==> src/rtl/pwrseq_pkg.sv <==
package pwrseq_pkg;

  typedef enum logic [1:0] {
    ST_OFF  = 2'd0,
    ST_WAKE = 2'd1,
    ST_RUN  = 2'd2
  } seq_state_e;

  typedef struct packed {
    logic pwr_down;
    logic chip_en;
    logic rst_n;
    logic bw_wide;
  } seq_out_t;

  function automatic seq_out_t decode_state(seq_state_e st);
    seq_out_t o;
    unique case (st)
      ST_WAKE: o = '{pwr_down: 1'b0, chip_en: 1'b0, rst_n: 1'b0, bw_wide: 1'b1};
      ST_RUN:  o = '{pwr_down: 1'b0, chip_en: 1'b1, rst_n: 1'b1, bw_wide: 1'b0};
      default: o = '{pwr_down: 1'b1, chip_en: 1'b0, rst_n: 1'b0, bw_wide: 1'b1};
    endcase
    return o;
  endfunction

endpackage

==> src/rtl/psq_sync.sv <==
module psq_sync #(
  parameter int unsigned STAGES = 2
) (
  input  logic clk_i,
  input  logic rst_ni,
  input  logic d_i,
  output logic q_o
);

  logic [STAGES-1:0] chain_q;

  generate
    for (genvar i = 0; i < STAGES; i++) begin : g_stage
      if (i == 0) begin : g_first
        always_ff @(posedge clk_i or negedge rst_ni) begin
          if (!rst_ni) chain_q[0] <= 1'b0;
          else         chain_q[0] <= d_i;
        end
      end else begin : g_next
        always_ff @(posedge clk_i or negedge rst_ni) begin
          if (!rst_ni) chain_q[i] <= 1'b0;
          else         chain_q[i] <= chain_q[i-1];
        end
      end
    end
  endgenerate

  assign q_o = chain_q[STAGES-1];

endmodule

==> src/rtl/psq_rise.sv <==
module psq_rise (
  input  logic clk_i,
  input  logic rst_ni,
  input  logic lvl_i,
  output logic rise_o
);

  logic prev_q;

  always_ff @(posedge clk_i or negedge rst_ni) begin
    if (!rst_ni) prev_q <= 1'b0;
    else         prev_q <= lvl_i;
  end

  assign rise_o = lvl_i & ~prev_q;

endmodule

==> src/rtl/psq_strobe_watch.sv <==
module psq_strobe_watch #(
  parameter int unsigned TIMEOUT_CLKS = 25000
) (
  input  logic clk_i,
  input  logic rst_ni,
  input  logic rise_i,
  output logic present_o
);

  localparam int unsigned CW = $clog2(TIMEOUT_CLKS + 1);
  localparam logic [CW-1:0] LIMIT = CW'(TIMEOUT_CLKS);

  logic [CW-1:0] gap_q;

  // counter parked at LIMIT means "absent"
  always_ff @(posedge clk_i or negedge rst_ni) begin
    if (!rst_ni)            gap_q <= LIMIT;
    else if (rise_i)        gap_q <= '0;
    else if (gap_q != LIMIT) gap_q <= gap_q + 1'b1;
  end

  assign present_o = (gap_q != LIMIT);

endmodule

==> src/rtl/psq_lock_qual.sv <==
module psq_lock_qual #(
  parameter int unsigned LOCK_STROBES = 4
) (
  input  logic clk_i,
  input  logic rst_ni,
  input  logic lock_i,
  input  logic rise_i,
  input  logic present_i,
  output logic qualified_o
);

  localparam int unsigned QW = $clog2(LOCK_STROBES + 1);
  localparam logic [QW-1:0] FULL = QW'(LOCK_STROBES);

  logic [QW-1:0] run_q;

  always_ff @(posedge clk_i or negedge rst_ni) begin
    if (!rst_ni)                            run_q <= '0;
    else if (!lock_i || (!present_i && !rise_i)) run_q <= '0;
    else if (rise_i && run_q != FULL)        run_q <= run_q + 1'b1;
  end

  assign qualified_o = (run_q == FULL);

endmodule

==> src/rtl/psq_fsm.sv <==
module psq_fsm
  import pwrseq_pkg::*;
(
  input  logic     clk_i,
  input  logic     rst_ni,
  input  logic     present_i,
  input  logic     qualified_i,
  output seq_out_t out_o
);

  seq_state_e state_q, state_d;

  always_comb begin
    state_d = state_q;
    unique case (state_q)
      ST_OFF:  if (present_i) state_d = ST_WAKE;
      ST_WAKE: begin
        if (!present_i)       state_d = ST_OFF;
        else if (qualified_i) state_d = ST_RUN;
      end
      ST_RUN:  if (!present_i) state_d = ST_OFF;
      default: state_d = ST_OFF;
    endcase
  end

  always_ff @(posedge clk_i or negedge rst_ni) begin
    if (!rst_ni) state_q <= ST_OFF;
    else         state_q <= state_d;
  end

  assign out_o = decode_state(state_q);

endmodule

==> src/rtl/strobe_pwr_seq.sv <==
module strobe_pwr_seq
  import pwrseq_pkg::*;
#(
  parameter int unsigned TIMEOUT_CLKS = 25000,
  parameter int unsigned LOCK_STROBES = 4,
  parameter int unsigned SYNC_STAGES  = 2
) (
  input  logic clk_i,
  input  logic rst_ni,
  input  logic strobe_i,
  input  logic pll_lock_i,
  output logic pwr_down_o,
  output logic chip_en_o,
  output logic chan_rst_no,
  output logic bw_wide_o
);

  logic     strobe_sync;
  logic     strobe_rise;
  logic     lock_sync;
  logic     strobe_present;
  logic     lock_qualified;
  seq_out_t seq_out;

  psq_sync #(.STAGES(SYNC_STAGES)) i_strobe_sync (
    .clk_i(clk_i), .rst_ni(rst_ni), .d_i(strobe_i), .q_o(strobe_sync)
  );

  psq_rise i_strobe_rise (
    .clk_i(clk_i), .rst_ni(rst_ni), .lvl_i(strobe_sync), .rise_o(strobe_rise)
  );

  psq_sync #(.STAGES(SYNC_STAGES)) i_lock_sync (
    .clk_i(clk_i), .rst_ni(rst_ni), .d_i(pll_lock_i), .q_o(lock_sync)
  );

  psq_strobe_watch #(.TIMEOUT_CLKS(TIMEOUT_CLKS)) i_watch (
    .clk_i(clk_i), .rst_ni(rst_ni), .rise_i(strobe_rise), .present_o(strobe_present)
  );

  psq_lock_qual #(.LOCK_STROBES(LOCK_STROBES)) i_lock_qual (
    .clk_i(clk_i), .rst_ni(rst_ni), .lock_i(lock_sync), .rise_i(strobe_rise),
    .present_i(strobe_present), .qualified_o(lock_qualified)
  );

  psq_fsm i_fsm (
    .clk_i(clk_i), .rst_ni(rst_ni), .present_i(strobe_present),
    .qualified_i(lock_qualified), .out_o(seq_out)
  );

  assign pwr_down_o  = seq_out.pwr_down;
  assign chip_en_o   = seq_out.chip_en;
  assign chan_rst_no = seq_out.rst_n;
  assign bw_wide_o   = seq_out.bw_wide;

endmodule

==> config.mk <==
export PLATFORM = sky130hd
export DESIGN_NAME = strobe_pwr_seq
export DESIGN_NICKNAME = d
export VERILOG_FILES = /design/src/rtl/pwrseq_pkg.sv /design/src/rtl/psq_sync.sv /design/src/rtl/psq_rise.sv /design/src/rtl/psq_strobe_watch.sv /design/src/rtl/psq_lock_qual.sv /design/src/rtl/psq_fsm.sv /design/src/rtl/strobe_pwr_seq.sv
export SDC_FILE = /design/constraint.sdc
export NUM_CORES = 1
export LEC_CHECK = 0
export ABC_AREA = 1
export BUFFER_PORTS_ARGS = -buffer_cell sky130_fd_sc_hd__buf_2
export CAP_MARGIN = 15
export CORE_MARGIN = 3
export CORE_UTILIZATION = 61
export DETAILED_ROUTE_END_ITERATION = 16
export PLACE_DENSITY_LB_ADDON = 0.25
export SYNTH_ARGS = -nofsm -noshare
export SYNTH_HDL_FRONTEND = slang
export SYNTH_HIERARCHICAL = 1
export SYNTH_SLANG_ARGS = --single-unit
==> constraint.sdc <==
create_clock -name clk_i -period 3.71 [get_ports clk_i]
set_input_delay 0.1855 -clock clk_i [delete_from_list [all_inputs] [get_ports clk_i]]
set_output_delay 0.1855 -clock clk_i [all_outputs]
set_load 0.05 [all_outputs]
==> metrics <==
boundary pin count 8; dominant cell by count in the synthesized netlist nand2_1; power density of the placed cells 381.1 nW/um2; routed length on met3 112 um; count of maximum capacitance violations 0; endpoint kind of the worst setup timing path flop; detailed-route via count 1263; worst clock skew on the final layout 7.409 ps; shortest clock period the worst path allows after layout 1632 ps; clock slew seen by the registers of the worst setup and hold paths 140 ps; Max Freq 612.6 MHz; biggest area consumer among synthesized cells dfrtp_1; Yosys cell types 21; Layout Nets 220; final sum of negative setup slack 0 ps; Yosys warnings 6; ratio of cells with drive above 1 in the final layout 13.59%; total of fill cells in the finished design 175; Highest Signal Layer met4; Post-Synthesis Mean Instance Area 7.520 um2; worst-case headroom to the max-slew limit 62.72%; number of instances in the synthesized netlist 195; CP dominant cell by count nand2_1; sequential cell area fraction in the yosys report 43.17%; core outline area 2255 um2; Chip Height 55.03 um; initial antenna violation count 0; data arrival at the endpoint of the critical path 1870 ps; maximum number of buffers from clock root to sink 2; most frequent cells after synthesis nand2_1 (50), nor2_1 (36), inv_1 (27); biggest fanout along the worst timing path 5; number of global-route vias before repair 1188; Port Buffers 7; peak per-stage delay on the critical path 590 ps; cell at the slowest stage of the critical path dfstp_2; postcts setup bufs 0; Post-DP HPWL 2200 um; total of hold buffers inserted after clock tree synthesis 3; setup repair after global routing missed its margin no; post_cts resized 0; launching element type of the critical path flop; GRT overflow 0; Die Wd 55.03 um; root buffer selected by CTS clkbuf_4; kind of cell with the highest combined delay on the critical path simple AND/OR/NAND/NOR gates; total number of H-tree levels 1; starting density of the core 65.04%; Inserted Clock Buffers 3; crit path cell chain inv_1 -> nor2_1 -> and3b_1 -> nand4_1 -> nand2_1 -> nand3_2 -> nand2_1 -> nand2_1; max-slew violations 0; Die Footprint 3028 um2; multiplexer share of the synthesized area 0%; Sink Count 25; largest net degree at the start of global routing 26; adder-cell area share of the yosys netlist 7.679%; class of the tightest hold or removal check flop to flop; CTS tree yes; worst-case vdd ir drop 0.0003824 V; dominant cells by area after synthesis dfrtp_1 (32%), nand2_1 (13%), dfstp_2 (11%); async set-or-reset flop fraction in the synthesized netlist 100.0%; final period utilization 44.00%; first-pass iteration count of the detailed router 4; final wirelength 2973 um; netlist area before placement 1466 um2; fraction of synthesized cell area in xor and xnor cells 1.195%; site row count 17; simple-gate portion of the synthesized area 36.86%; Synth Area in Compound Gates 3.072%; number of flops mapped to enable cells by yosys 0; number of synthesized register bits 25; Iteration-0 DRC Markers 31; Antenna Violating Nets Remaining 0; clock network latency to the later pin of the worst-skew pair 320 ps; most common flop cell mapped by yosys dfrtp_1; net count of the mapped netlist 208; Hold Fails Final Rpt 0; Tot GR Track Use 23.07%; minimum hold slack 364.9 ps; dominant combinational cell family by area after synthesis simple AND/OR/NAND/NOR gates; Worst-Margin Slew 559.2 ps; met2 wirelength from detailed routing 1522 um; met1 wire length 1287 um; Via-to-Cell Ratio 5.397; post-DR wirelength/cell 12.71 um; Critical Path RT 3940 ps; leakage component of the power 0.7709 nW; path type of the worst setup path flop to flop; wire length of the first global-routing pass 5002 um; DRC violations left 0; Worst Path Buf+Inv 1; run status completed; Final setup violation count 0; final antenna diode count 0; GPL Wtd Cong 0.8484; share of the synthesized area in the top cell type 32.42%; Syn-to-layout area delta 7.594%
per-stage QoR:
stage               power (mW)  cells  utilization [%]  worst slack (ps)  instance area [um2]
floorplan               0.4408    195                -              2269                 1466
global placement        0.4690    227            67.43              2238                 1520
detailed placement      0.4779    227            67.43              2159                 1520
CTS                     0.6036    234            69.98              2069                 1578
global route            0.6391    234            69.98              1871                 1578
finish                  0.6013    234            69.98              2078                 1578
layout by cell type (no fill, tap or decap), types with 3 or more instances in the layout:
master / n
dlygate4sd3_1: 3
ha_1: 9
nand2_2: 3
buf_2: 7
nor2_2: 4
nand4_1: 8
nand3_1: 13
a21oi_1: 5
clkbuf_4: 3
dfstp_2: 6
o21ai_1: 3
nand2_1: 50
nor2_1: 36
dfrtp_1: 19
inv_1: 27
registers in the layout, indices dropped and copies added (netlist names):
name and cells:
i_lock_qual/run_q 3, i_fsm/state_q 2, i_lock_sync/chain_q 1, i_strobe_sync/chain_q 1, i_lock_sync/q_o 1, i_strobe_rise/prev_q 1, i_strobe_sync/q_o 1, i_watch/gap_q 15
routing by layer:
metal / track usage [%] / up-vias
li1: - / 631
met1: 27.21 / 592
met2: 41.54 / 32
met3: 3.753 / 8
met4: 8.907 / 0
met5: 0 / -
power by group:
group | leakage, nW | internal, mW | switching [mW]
sequential | 0.308 | 0.300 | 0.0300
combinational | 0.445 | 0.0503 | 0.0976
clock | 0.0177 | 0.0405 | 0.0831
cells by family after synthesis:
logic type | Yosys count
buf+inv | 30
flops | 25
compound gates | 9
fa+ha+maj | 9
xor+xnor | 2
simple gates | 120
final timing paths:
kind	from	to	slack, ps	depth (start not counted)
worst min register to register	i_strobe_sync/chain_q[0]$_DFF_PN0_	i_strobe_sync/q_o$_DFF_PN0_	360	0
worst max register to register	i_watch/gap_q[5]$_DFFE_PN1P_	i_fsm/state_q[0]$_DFFE_PN0P_	2080	8
min in group asynchronous	rst_ni	i_fsm/state_q[0]$_DFFE_PN0P_	370	2
worst max-delay path	i_watch/gap_q[5]$_DFFE_PN1P_	i_fsm/state_q[0]$_DFFE_PN0P_	2080	8
max in group asynchronous	rst_ni	i_watch/gap_q[13]$_DFFE_PN1P_	2960	2
worst min-delay path	i_strobe_sync/chain_q[0]$_DFF_PN0_	i_strobe_sync/q_o$_DFF_PN0_	360	0
area by class of cell:
cell class	count	area, um2	area share, %
Multi-Input combinational cell	140	715.7	45.36
Sequential cell	25	633.1	40.13
Inverter	27	101.3	6.423
Timing Repair Buffer	10	65.06	4.124
Tap cell	28	35.03	2.220
Clock buffer	3	22.52	1.427
Clock inverter	1	5.005	0.3172
Power figures use the tool's default switching activity.
